## src/rtl/pkt_framer_pkg.sv

```systemverilog
package pkt_framer_pkg;

    typedef enum logic [2:0] {
        PH_IDLE = 3'd0,
        PH_LEAD = 3'd1,
        PH_SYNC = 3'd2,
        PH_ADDR = 3'd3,
        PH_MARK = 3'd4,
        PH_CMD  = 3'd5,
        PH_TAIL = 3'd6
    } phase_e;

    // Order of packet sections; the tail returns to idle.
    function automatic phase_e phase_after(phase_e p);
        case (p)
            PH_LEAD: return PH_SYNC;
            PH_SYNC: return PH_ADDR;
            PH_ADDR: return PH_MARK;
            PH_MARK: return PH_CMD;
            PH_CMD:  return PH_TAIL;
            default: return PH_IDLE;
        endcase
    endfunction

endpackage

```

## src/rtl/pkt_phase_ctrl.sv

```systemverilog
module pkt_phase_ctrl
    import pkt_framer_pkg::*;
#(
    parameter int LEAD_LEN = 15,
    parameter int TAIL_LEN = 10,
    parameter int ADDR_W   = 8,
    parameter int CMD_W    = 29
) (
    input  logic   clk,
    input  logic   rst_n,
    input  logic   launch_i,
    input  logic   advance_i,
    output phase_e phase_o,
    output logic   finish_o
);

    localparam int MAX_A  = (LEAD_LEN > TAIL_LEN) ? LEAD_LEN : TAIL_LEN;
    localparam int MAX_B  = (ADDR_W > CMD_W) ? ADDR_W : CMD_W;
    localparam int MAXLEN = (MAX_A > MAX_B) ? MAX_A : MAX_B;
    localparam int CNT_W  = $clog2(MAXLEN + 1);

    typedef logic [CNT_W-1:0] cnt_t;

    typedef struct packed {
        phase_e phase;
        cnt_t   cnt;
        logic   finish;
    } ctrl_t;

    ctrl_t st_d, st_q;

    function automatic cnt_t last_idx(phase_e p);
        case (p)
            PH_LEAD: return cnt_t'(LEAD_LEN - 1);
            PH_ADDR: return cnt_t'(ADDR_W - 1);
            PH_CMD:  return cnt_t'(CMD_W - 1);
            PH_TAIL: return cnt_t'(TAIL_LEN - 1);
            default: return cnt_t'(0);
        endcase
    endfunction

    always_comb begin
        st_d        = st_q;
        st_d.finish = 1'b0;
        if (st_q.phase == PH_IDLE) begin
            if (launch_i) begin
                st_d.phase = PH_LEAD;
                st_d.cnt   = '0;
            end
        end else if (advance_i) begin
            if (st_q.cnt == last_idx(st_q.phase)) begin
                st_d.cnt   = '0;
                st_d.phase = phase_after(st_q.phase);
                if (st_q.phase == PH_TAIL) begin
                    st_d.finish = 1'b1;
                end
            end else begin
                st_d.cnt = st_q.cnt + cnt_t'(1);
            end
        end
    end

    always_ff @(posedge clk or negedge rst_n) begin
        if (!rst_n) begin
            st_q <= '{phase: PH_IDLE, cnt: '0, finish: 1'b0};
        end else begin
            st_q <= st_d;
        end
    end

    assign phase_o  = st_q.phase;
    assign finish_o = st_q.finish;


    cnt_in_range_chk: assert property (@(posedge clk) disable iff (!rst_n)
        st_q.cnt <= last_idx(st_q.phase));


    tail_exit_chk: assert property (@(posedge clk) disable iff (!rst_n)
        (st_q.phase == PH_TAIL && advance_i && st_q.cnt == last_idx(PH_TAIL))
        |=> (st_q.phase == PH_IDLE));

endmodule

```

## src/rtl/pkt_field_store.sv

```systemverilog
module pkt_field_store #(
    parameter int ADDR_W = 8,
    parameter int CMD_W  = 29
) (
    input  logic              clk,
    input  logic              rst_n,
    input  logic              load_i,
    input  logic [ADDR_W-1:0] engine_i,
    input  logic [CMD_W-1:0]  cmd_i,
    input  logic              addr_shift_i,
    input  logic              cmd_shift_i,
    output logic              addr_bit_o,
    output logic              cmd_bit_o
);

    typedef struct packed {
        logic [ADDR_W-1:0] addr;
        logic [CMD_W-1:0]  cmd;
    } fields_t;

    fields_t fl_d, fl_q;

    localparam logic [ADDR_W-1:0] ADDR_ONE = {{(ADDR_W-1){1'b0}}, 1'b1};

    always_comb begin
        fl_d = fl_q;
        if (load_i) begin
            fl_d.addr = engine_i + ADDR_ONE;
            fl_d.cmd  = cmd_i;
        end else begin
            if (addr_shift_i) begin
                fl_d.addr = {1'b0, fl_q.addr[ADDR_W-1:1]};
            end
            if (cmd_shift_i) begin
                fl_d.cmd = {fl_q.cmd[CMD_W-2:0], 1'b0};
            end
        end
    end

    always_ff @(posedge clk or negedge rst_n) begin
        if (!rst_n) begin
            fl_q <= '0;
        end else begin
            fl_q <= fl_d;
        end
    end

    assign addr_bit_o = fl_q.addr[0];
    assign cmd_bit_o  = fl_q.cmd[CMD_W-1];


    fields_frozen_chk: assert property (@(posedge clk) disable iff (!rst_n)
        (!load_i && !addr_shift_i && !cmd_shift_i) |=> $stable(fl_q));

endmodule

```

## src/rtl/pkt_framer.sv

```systemverilog
module pkt_framer
    import pkt_framer_pkg::*;
#(
    parameter int LEAD_LEN = 15,
    parameter int TAIL_LEN = 10,
    parameter int ADDR_W   = 8,
    parameter int CMD_W    = 29
) (
    input  logic              clk,
    input  logic              rst_n,
    input  logic              start_i,
    input  logic [ADDR_W-1:0] engine_i,
    input  logic [CMD_W-1:0]  cmd_i,
    output logic              bit_valid_o,
    input  logic              bit_ready_i,
    output logic              bit_o,
    output logic              busy_o,
    output logic              done_o
);

    phase_e phase;
    logic   finish;
    logic   addr_bit, cmd_bit;
    logic   active, launch, accept;
    logic   bit_d;

    assign active = (phase != PH_IDLE);
    assign launch = start_i && !active;
    assign accept = active && bit_ready_i;

    pkt_phase_ctrl #(
        .LEAD_LEN(LEAD_LEN),
        .TAIL_LEN(TAIL_LEN),
        .ADDR_W  (ADDR_W),
        .CMD_W   (CMD_W)
    ) u_ctrl (
        .clk      (clk),
        .rst_n    (rst_n),
        .launch_i (launch),
        .advance_i(accept),
        .phase_o  (phase),
        .finish_o (finish)
    );

    pkt_field_store #(
        .ADDR_W(ADDR_W),
        .CMD_W (CMD_W)
    ) u_fields (
        .clk         (clk),
        .rst_n       (rst_n),
        .load_i      (launch),
        .engine_i    (engine_i),
        .cmd_i       (cmd_i),
        .addr_shift_i(accept && phase == PH_ADDR),
        .cmd_shift_i (accept && phase == PH_CMD),
        .addr_bit_o  (addr_bit),
        .cmd_bit_o   (cmd_bit)
    );

    always_comb begin
        case (phase)
            PH_SYNC: bit_d = 1'b0;
            PH_ADDR: bit_d = addr_bit;
            PH_CMD:  bit_d = cmd_bit;
            default: bit_d = 1'b1;
        endcase
    end

    assign bit_o       = bit_d;
    assign bit_valid_o = active;
    assign busy_o      = active;
    assign done_o      = finish;


    hold_offer_chk: assert property (@(posedge clk) disable iff (!rst_n)
        (bit_valid_o && !bit_ready_i) |=> (bit_valid_o && $stable(bit_o)));


    done_pulse_chk: assert property (@(posedge clk) disable iff (!rst_n)
        done_o |=> !done_o);


    done_idle_chk: assert property (@(posedge clk) disable iff (!rst_n)
        done_o |-> (!busy_o && !bit_valid_o));


    launch_chk: assert property (@(posedge clk) disable iff (!rst_n)
        (start_i && !busy_o) |=> (busy_o && bit_valid_o && bit_o));


    lead_first_chk: assert property (@(posedge clk) disable iff (!rst_n)
        $rose(busy_o) |-> bit_o);

endmodule

```

## config.mk

```make
export PLATFORM = sky130hd
export DESIGN_NAME = pkt_framer
export DESIGN_NICKNAME = d
export VERILOG_FILES = /design/src/rtl/pkt_framer_pkg.sv /design/src/rtl/pkt_phase_ctrl.sv /design/src/rtl/pkt_field_store.sv /design/src/rtl/pkt_framer.sv
export SDC_FILE = /design/constraint.sdc
export NUM_CORES = 1
export LEC_CHECK = 0
export CAP_MARGIN = 20
export CORE_AREA = 2 2 77 79
export DETAILED_ROUTE_END_ITERATION = 8
export DIE_AREA = 0 0 79 81
export PLACE_DENSITY = 0.78
export SYNTH_ARGS = -nofsm -noshare
export SYNTH_HDL_FRONTEND = slang
export SYNTH_HIERARCHICAL = 1
export SYNTH_SLANG_ARGS = --single-unit
```

## constraint.sdc

```tcl
create_clock -name clk -period 2.4 [get_ports clk]
set_input_delay 0.72 -clock clk [delete_from_list [all_inputs] [get_ports clk]]
set_output_delay 0.72 -clock clk [all_outputs]
set_load 0.05 [all_outputs]
```

======== After elaboration in Yosys (flattened, before gate mapping) ========
Cells that the tools add are included.
word-level totals
  bits of input ports ..................... 41
  memory bits (writable) .................. 0
  latch bits .............................. 0
  memory bits (read-only) ................. 0
  output and inout port bits .............. 4
  word-level logic and storage cells ...... 44
  memories ................................ 0
  register bits after elaboration ......... 46
operators by class
  reduce and logical (&&, ||, !) cells .... 13
  bitwise gates (word level) .............. 0
  div/mod/pow operators ................... 0
  $lt $le $gt $ge ......................... 0
  multiply operators ...................... 0
  shift operators ......................... 0
  add/sub/neg operators ................... 2
  multiplexer cells ....................... 16
  equal/unequal tests ..................... 8
operators with widths
  kind                 number
  $mux 37              1
  $mux 29              1
  $mux 8               3
  $pmux 5 s4           1
  $mux 5               3
  $pmux 3 s5           1
  $eq 3x3->1 const B   3
  $mux 9               1
  $add 8x1->8 const B  1
  $reduce_bool 2->1    4
  $eq 3x2->1 const B   2
  $add 5x1->5 const B  1
  $eq 5x5->1           1
  $logic_and 1x1->1    4
  $eq 3x1->1 const B   1
  $logic_not 3->1      1
  $mux 1               3
  $mux 3               1
  $pmux 1 s3           1
  $reduce_and 3->1     1
  $reduce_bool 3->1    1
  $ne 2x2->1 const B   1
  $reduce_and 2->1     1
  $logic_not 1->1      1

======== Logic depth before layout (Yosys ltp) ========
Gate-level depths: netlist of run 1.
  depth after elaboration ................. 8
  gate-level depth with buffers ........... 9
  gate-level depth less buffers ........... 8

======== Modules after synthesis ========
Netlist of run 1, hierarchy kept.
by module, submodules not included
  module           area each (um2)  instances  cells an instance  sequential area each (um2)
  pkt_field_store  1,786.7          1          177                925.9
  pkt_phase_ctrl   742.0            1          81                 225.2
  pkt_framer       77.6             1          12                 0.0

======== Least setup slack after synthesis of run 1 ========
Ideal clock, no wire load.
  path kind ............................... reg-to-reg
  start point ............................. reg u_ctrl.st_q (netlist bit u_ctrl/phase_o[0])
  end point ............................... reg u_ctrl.st_q (netlist bit u_ctrl/phase_o[0])
  period minus slack after synthesis ...... 2,335 ps
  required time ........................... 2,281 ps
  data arrival time ....................... 2,216 ps
  path slack .............................. 65 ps
  setup time .............................. 119 ps
  path buffers ............................ 1
  stages on the path, launching flop included .. 10
  cells stage by stage .................... dfrtp_1 buf_4 or3_4 nor2_1 nor4b_4 nor2_1 inv_1 o31ai_2 or2_4 a21o_2
on the way
  elaborated cells between the ends (all ways) .. 23
  classes of those cells .................. eq/ne (8); mux (7); reduce/logical (8)
RTL lines
  item                               RTL line              RTL
  from (decl)                        pkt_phase_ctrl.sv:30  ctrl_t st_d, st_q;
  from (signal assigned)             pkt_phase_ctrl.sv:65  st_q <= '{phase: PH_IDLE, cnt: '0, finish: 1'b0};
  from (signal assigned)             pkt_phase_ctrl.sv:67  st_q <= st_d;
  $reduce_bool 3->1                  pkt_framer.sv:27      assign active = (phase != PH_IDLE);
  net bit_valid_o                    pkt_framer.sv:14      output logic bit_valid_o,
  $logic_not 1->1                    pkt_framer.sv:28      assign launch = start_i && !active;
  $logic_and 1x1->1                  pkt_framer.sv:28
  net launch                         pkt_framer.sv:24      logic active, launch, accept;
  $ne 2x2->1 (no source line)        -
  $reduce_and 3->1 (no source line)  -
The timed path passes the listed nets, and every way through them passes these cells. The select of a mux whose other input is x is not followed.
A chain may end at the register's enable or synchronous reset.

======== Worst setup path after layout of run 1 ========
  start point ............................. reg u_ctrl.st_q (netlist bit u_ctrl/phase_o[1])
  end point ............................... out bit_o
on the way
  cells in the longest elaborated chain, start to end .. 2
  elaborated cells between the ends (all ways) .. 4
  classes of those cells .................. eq/ne (3); mux (1)
ends and longest elaborated chain
  item                                      RTL line          RTL
  $eq 3x3->1 or $eq 3x2->1 (tied branches)  pkt_framer.sv:61  case (phase)
  $pmux 1 s3 (*)                            pkt_framer.sv:61
  to (decl)                                 pkt_framer.sv:16  output logic bit_o,
Every way passes the cells marked *; elsewhere a longest branch is shown, timed or not.

==> metrics.md, run 1 <==
| Metric | Value |
|---|---|
| Reported max-cap violation count | 0 |
| Largest net degree at the start of global routing | 74 |
| Non-filler instance count after layout | 390 |
| Pwr Density | 1020 nW/um^2 |
| Part of the total power dissipated in sequential elements | 38.6% |
| Via Count | 2077 |
| Skew-Pair Late Insertion Delay | 0.30 ns |
| CTS sink cnt | 46 |
| Maximum achievable frequency | 439 MHz |
| # nets final | 358 |
| Outcome | finished, final reports clean |
| Die extent in x | 79 um |
| Distinct cell type count of the synthesized netlist | 49 |
| Setup slack at placement | -0.0477 ns |
| Number of flops mapped to enable cells by yosys | 0 |
| Per-cell routed wire length | 13.1 um |
| Number of placement rows | 28 |
| Sw Pwr | 1.26 mW |
| Final GP Congestion | 0.852 |
| Placed cells | 382 |
| Area added between synthesis and finish | 25.1% |
| Total I/O pin count | 45 |
| Drt total wl | 5110 um |
| Clock H-tree levels | 2 |
| Critical path data arrival time | 1.56 ns |
| Kind of start point of the critical path | flip-flop |
| Num CTS Buffers | 5 |
| Sw frac | 38.2% |
| Syn nets | 314 |
| Final Worst Setup Slack | 0.123 ns |
| Warnings from Yosys | 6 |
| Number of cells traversed by the worst register-to-register path | 8 |
| Maximum root-to-sink buffer count | 2 |
| Routed vias/inst | 5.33 |
| Cells after synthesis | 270 |
| Final Slew Violations | 0 |
| Combined area of all synthesized cells | 2610 sq um |
| First-pass iteration count of the detailed router | 4 |
| Worst supply voltage drop on vdd | 0.447 mV |
| Die area | 6400 sq um |
| Endpoint class of the critical path | output pin |
| Post-CTS Setup Bufs | 0 |
| Most used flip-flop cell after synthesis | sky130_fd_sc_hd__dfrtp_1 |
| Cell internal pwr | 2.05 mW |
| Antenna violations before repair | 0 |
| Class of the tightest hold or removal check | primary input to asynchronous set/reset pin |
| Global-route wire length before repair | 8520 um |
| Final Critical Period | 2.28 ns |
| DP HPWL | 3540 um |
| Final design instance area without fill | 3260 sq um |
| Ratio of cells with drive above 1 in the final layout | 12.7% |
| Worst clock skew | 0.00289 ns |
| Clk pin slew, worst setup/hold paths | 0.08 ns |
| Endpoints failing hold | 0 |
| Count of unresolved DRC violations after routing | 0 |
| Effective utilization at floorplan | 45.9% |
| Headroom to the max-slew limit | 57.1% |
| Required time of the worst setup path | 1.68 ns |
| RSZ-0062 raised after global routing | false |
| Total of flip-flops plus latches after synthesis | 46 |
| Grt total ovfl | 0 |
| FILL cells | 478 |
| Total Neg Setup Slack | 0 ns |
| Finished Core Util | 57.5% |
| Number of buffers inserted by hold repair at cts | 0 |
| Number of DRC violations after detailed-routing iteration 0 | 84 |
| Port bufs | 44 |
| Final worst-path cycle share | 94.9% |
| Setup violation total in the final timing report | 0 |
| Number of nets with antenna violations after detailed routing | 0 |
| Clock tree from TritonCTS | yes |
| PostCTS Resize Cnt | 0 |
| Fraction of synthesis flops using an asynchronous set or reset pin | 100% |
| Clock tree root driver cell | sky130_fd_sc_hd__clkbuf_8 |
| Actual slew at the worst max-slew pin | 0.643 ns |
| Terminus of the critical flop-to-flop path | u_ctrl/phase_o[1] |
| Diode insertion count for antenna repair | 0 |
| Global-route usage over all layers | 16.8% |
| Clock share of power | 17.3% |
| DP Area | 3150 sq um |
| Register-to-Register Setup Slack | 0.31 ns |
| Reg-to-Reg Start | u_ctrl/phase_o[2] |
| Post-synthesis area per instance | 9.65 sq um |
| Comb power frac | 44.0% |
| Static leakage power | 1.26 nW |
| Floorplan core area | 5680 sq um |
| Class of the most critical setup path | flip-flop to output pin |
| Vias in the first global route | 1964 |
| Largest fanout on the critical path | 17 |
| Die span in y | 81 um |
| Portion of the post-synthesis area used by sequential elements | 44.2% |
[layout make-up]
class / count / area, sq um / area share, %
clock buffer: 5 / 68.8 / 2.11
clock inverter: 3 / 43.8 / 1.34
inverter: 10 / 37.5 / 1.15
multi-input combinational: 194 / 1300 / 39.9
sequential: 46 / 1150 / 35.3
tap: 75 / 93.8 / 2.88
timing repair buffer: 57 / 563 / 17.3
[logic make-up (layout without fill, tap and decap cells)]
family / count (synthesis) / after routing / synth area share, %
compound gates: 69 / 69 / 16.9
xor+xnor: 6 / 6 / 2.02
fa+ha+maj: 4 / 4 / 1.82
buf+inv: 30 / 75 / 6.34
flops: 46 / 46 / 44.2
mux: 30 / 30 / 11.5
simple gates: 85 / 85 / 17.2
[routing by layer]
metal  global-route usage [%]  part of all wire [%]  vias to the layer above
met5                        0                     0                        -
met1                     20.6                    47                      983
li1                         -                     -                     1042
met2                     28.9                    48                       44
met4                     7.07                   1.6                        0
met3                     3.78                   4.1                        8
[cells in the mapped netlist (2+ instances only)]
cell / n / share of area, %
sky130_fd_sc_hd__o21ai_0: 39 / 7.5
sky130_fd_sc_hd__a31oi_1: 6 / 1.4
sky130_fd_sc_hd__mux2i_1: 30 / 12
sky130_fd_sc_hd__buf_2: 3 / 0.58
sky130_fd_sc_hd__ha_1: 3 / 1.4
sky130_fd_sc_hd__a21oi_1: 6 / 1.2
sky130_fd_sc_hd__nand2_1: 43 / 6.2
sky130_fd_sc_hd__nor3_1: 4 / 0.77
sky130_fd_sc_hd__inv_1: 10 / 1.4
sky130_fd_sc_hd__or3_1: 3 / 0.72
sky130_fd_sc_hd__nor2b_1: 6 / 1.4
sky130_fd_sc_hd__buf_4: 7 / 2.0
sky130_fd_sc_hd__a211oi_1: 5 / 1.4
sky130_fd_sc_hd__o31a_2: 2 / 0.77
sky130_fd_sc_hd__xor2_1: 5 / 1.7
sky130_fd_sc_hd__buf_6: 3 / 1.3
sky130_fd_sc_hd__dfrtp_1: 46 / 44
sky130_fd_sc_hd__nor2_1: 5 / 0.72
sky130_fd_sc_hd__nand3_1: 8 / 1.5
sky130_fd_sc_hd__clkbuf_1: 7 / 1.0
[sequential cells by signal, summed over array words and instances, names as in the netlist]
signal               cells
u_fields/fl_q           35
u_ctrl/st_q              5
u_ctrl/phase_o           3
u_ctrl/finish_o          1
u_fields/addr_bit_o      1
u_fields/cmd_bit_o       1
[power groups by stage]
stage               Combinational [mW]  Sequential (mW)  Clock [mW]
finish                            1.46             1.28       0.575
global placement                  1.43             1.29           0
CTS                               1.47             1.28       0.593
global route                      1.62             1.33       0.626
detailed placement                1.46             1.29           0
floorplan                         1.10             1.25           0
[how the worst max path moves through the flow]
stage / cells past startpoint / endpoint / slack, ns / from
6_report: 4 / bit_o / 0.12 / u_ctrl/phase_o[1]
3_3_place_gp: 9 / u_ctrl/phase_o[1] / 0.04 / start_i
3_5_place_dp: 9 / u_ctrl/phase_o[1] / -0.05 / start_i
2_1_floorplan: 9 / u_ctrl/phase_o[0] / 0.07 / u_ctrl/phase_o[0]
5_1_grt: 4 / bit_o / 0.03 / u_ctrl/phase_o[1]
4_1_cts: 4 / bit_o / 0.10 / u_ctrl/phase_o[1]
[placed cells by master, fill, tap and decap left out, types with 2 or more instances in the layout]
master and count:
sky130_fd_sc_hd__dfrtp_1 46, sky130_fd_sc_hd__nand2_1 43, sky130_fd_sc_hd__clkdlybuf4s50_1 40, sky130_fd_sc_hd__o21ai_0 39
sky130_fd_sc_hd__mux2i_1 30, sky130_fd_sc_hd__buf_4 13, sky130_fd_sc_hd__inv_1 10, sky130_fd_sc_hd__nand3_1 8
sky130_fd_sc_hd__a31oi_1 6, sky130_fd_sc_hd__a21oi_1 6, sky130_fd_sc_hd__nor2b_1 6, sky130_fd_sc_hd__clkbuf_8 5
sky130_fd_sc_hd__xor2_1 5, sky130_fd_sc_hd__a211oi_1 5, sky130_fd_sc_hd__nor2_1 4, sky130_fd_sc_hd__buf_12 3
sky130_fd_sc_hd__or3_1 3, sky130_fd_sc_hd__nor3_1 3, sky130_fd_sc_hd__ha_1 3, sky130_fd_sc_hd__nor3_2 2
sky130_fd_sc_hd__o31a_2 2
[per-stage QoR]
| step | total power, mW | hold WS [ns] |
|---|---|---|
| 3_5_place_dp | 2.76 | 0.533 |
| 3_3_place_gp | 2.71 | 0.521 |
| 4_1_cts | 3.34 | 0.451 |
| 5_1_grt | 3.57 | 0.480 |
| 6_report | 3.31 | 0.437 |
| 2_1_floorplan | 2.35 | 0.424 |
[critical path: stages, from the launching register on]
cell and delay, ns:
sky130_fd_sc_hd__dfrtp_1 0.36, sky130_fd_sc_hd__buf_4 0.23, sky130_fd_sc_hd__and4bb_2 0.25, sky130_fd_sc_hd__a31oi_1 0.24, sky130_fd_sc_hd__buf_12 0.18
(Power assumes the default switching activity.)
==> inputs of run 2 (changes only) <==
==> constraint.sdc (replaced) <==
create_clock -name clk -period 2.4 [get_ports clk]
set_input_delay 0.72 -clock clk [delete_from_list [all_inputs] [get_ports clk]]
set_output_delay 0.72 -clock clk [all_outputs]
set_load 0.02 [all_outputs]
==> metrics.md, run 2 (synthesis results as in run 1) <==
| Metric | Value |
|---|---|
| Endpoint class of the critical path | output pin |
| Count of unresolved DRC violations after routing | 0 |
| Die extent in x | 79 um |
| Skew-Pair Late Insertion Delay | 0.29 ns |
| Endpoints failing hold | 0 |
| Drt total wl | 5250 um |
| Kind of start point of the critical path | flip-flop |
| Vias in the first global route | 1931 |
| DP Area | 3140 sq um |
| Maximum achievable frequency | 452 MHz |
| Worst-path cell chain | or3_4, dlygate4sd2_1 |
| Grt total ovfl | 0 |
| Via Count | 2081 |
| Sw Pwr | 1.18 mW |
| Clock share of power | 17.5% |
| Pwr Density | 994 nW/um^2 |
| Antenna violations before repair | 0 |
| Worst supply voltage drop on vdd | 0.503 mV |
| Total Neg Setup Slack | 0 ns |
| Cell internal pwr | 2.05 mW |
| Finished Core Util | 57.3% |
| Effective utilization at floorplan | 45.9% |
| Class of the tightest hold or removal check | primary input to asynchronous set/reset pin |
| Commonest cells after routing, fill and taps aside | 46 x sky130_fd_sc_hd__dfrtp_1, 43 x sky130_fd_sc_hd__nand2_1, 40 x sky130_fd_sc_hd__clkdlybuf4s50_1, 39 x sky130_fd_sc_hd__o21ai_0, 30 x sky130_fd_sc_hd__mux2i_1 |
| Stage delay of the slowest cell on the critical path | 0.44 ns |
| Comb power frac | 42.1% |
| Final worst-path cycle share | 92.2% |
| Number of DRC violations after detailed-routing iteration 0 | 104 |
| Final Slew Violations | 0 |
| Clock tree root driver cell | sky130_fd_sc_hd__clkbuf_8 |
| Critical path data arrival time | 1.49 ns |
| Actual slew at the worst max-slew pin | 0.508 ns |
| Clk pin slew, worst setup/hold paths | 0.08 ns |
| Clock tree from TritonCTS | yes |
| Final GP Congestion | 0.925 |
| Headroom to the max-slew limit | 66.1% |
| Area added between synthesis and finish | 24.8% |
| Placed cells | 382 |
| Clock H-tree levels | 2 |
| Class of the most critical setup path | flip-flop to output pin |
| Global-route usage over all layers | 16.8% |
| Port bufs | 44 |
| Master of the slowest instance on the critical path | sky130_fd_sc_hd__or3_4 |
| Sw frac | 36.7% |
| Routed vias/inst | 5.35 |
| Area of the multi-input gates | 1300 sq um |
| Floorplan core area | 5680 sq um |
| FILL cells | 494 |
| Die area | 6400 sq um |
| Final Critical Period | 2.21 ns |
| Ratio of cells with drive above 1 in the final layout | 11.5% |
| Die span in y | 81 um |
| Number of placement rows | 28 |
| Critical path's top delay family | simple AND/OR/NAND/NOR gates |
| Most frequent standard cell in the layout excluding fill and tap cells | sky130_fd_sc_hd__dfrtp_1 |
| Required time of the worst setup path | 1.68 ns |
| Part of the total power dissipated in sequential elements | 40.4% |
| Register Area | 1150 sq um |
| Reported max-cap violation count | 0 |
| Largest fanout on the critical path | 6 |
| Total I/O pin count | 45 |
| Number of nets with antenna violations after detailed routing | 0 |
| # nets final | 358 |
| Diode insertion count for antenna repair | 0 |
| Outcome | finished, final reports clean |
| Per-cell routed wire length | 13.5 um |
| Setup violation total in the final timing report | 0 |
| Maximum root-to-sink buffer count | 2 |
| Max FFs per register | 35 |
| CP Buf/Inv Count | 1 |
| Non-filler instance count after layout | 389 |
| Number of buffers inserted by hold repair at cts | 0 |
| Num CTS Buffers | 5 |
| First-pass iteration count of the detailed router | 4 |
| CTS sink cnt | 46 |
| Largest net degree at the start of global routing | 74 |
| Global-route wire length before repair | 8540 um |
| RSZ-0062 raised after global routing | false |
| Reg with most FFs | u_fields/fl_q |
| DP HPWL | 3790 um |
| Final design instance area without fill | 3250 sq um |
| Static leakage power | 1.25 nW |
| Worst clock skew | 0.00414 ns |
run 2: worst register-to-register path: cells and delay by family, from the launching register on:
family | cells | cell delay [ns]
buf+inv | 1 | 0.21
simple gates | 3 | 0.81
flops | 1 | 0.42
compound gates | 3 | 0.59
run 2: timing repair:
action	CTS	global route
buffers inserted	0	0
gates resized for setup	3	0
endpoints found under the setup margin	3	0
run 2: layout make-up:
cell class                      instances  share of cell area [%]
Multi-Input combinational cell        194                    40.1
Tap cell                               75                    2.89
Sequential cell                        46                    35.4
Clock inverter                          1                   0.923
Clock buffer                            6                    2.54
Inverter                               10                    1.15
Timing Repair Buffer                   57                    17.0
run 2: power groups by stage:
stage / logic, mW / clock network, mW / registers [mW]
finish: 1.36 / 0.566 / 1.31
global route: 1.52 / 0.616 / 1.34
CTS: 1.37 / 0.581 / 1.30
detailed placement: 1.39 / 0 / 1.32
global placement: 1.34 / 0 / 1.29
floorplan: 1.03 / 0 / 1.25
run 2: metrics by stage:
step / setup WS [ns] / total power [mW] / hold slack [ns]
after CTS: 0.167 / 3.25 / 0.350
after floorplan: 0.135 / 2.28 / 0.424
after detailed placement: -0.0285 / 2.70 / 0.537
after global routing: 0.132 / 3.48 / 0.373
after global placement: 0.0374 / 2.63 / 0.521
final: 0.186 / 3.23 / 0.345
run 2: per-layer routing:
layer	vias to the layer above	global-route usage, %	routed length (um)	share of wire [%]
met5	-	0	0	0
met4	0	6.90	78	1.5
met3	8	3.22	262	5.0
met2	44	27.4	2500	48
met1	985	22.2	2410	46
li1	1044	-	-	-
run 2: worst paths after layout:
check / from / to / slack, ns / cells past startpoint
max in group asynchronous: rst_n / u_fields/fl_q[36] / 1.49 / 2
min reg2reg: u_fields/fl_q[0] / u_fields/fl_q[0] / 0.55 / 2
min in group clk: u_fields/fl_q[0] / u_fields/fl_q[0] / 0.55 / 2
max: u_ctrl/phase_o[1] / busy_o / 0.19 / 2
max reg2reg: u_ctrl/phase_o[2] / u_ctrl/phase_o[1] / 0.28 / 7
min: rst_n / u_fields/fl_q[5] / 0.35 / 1
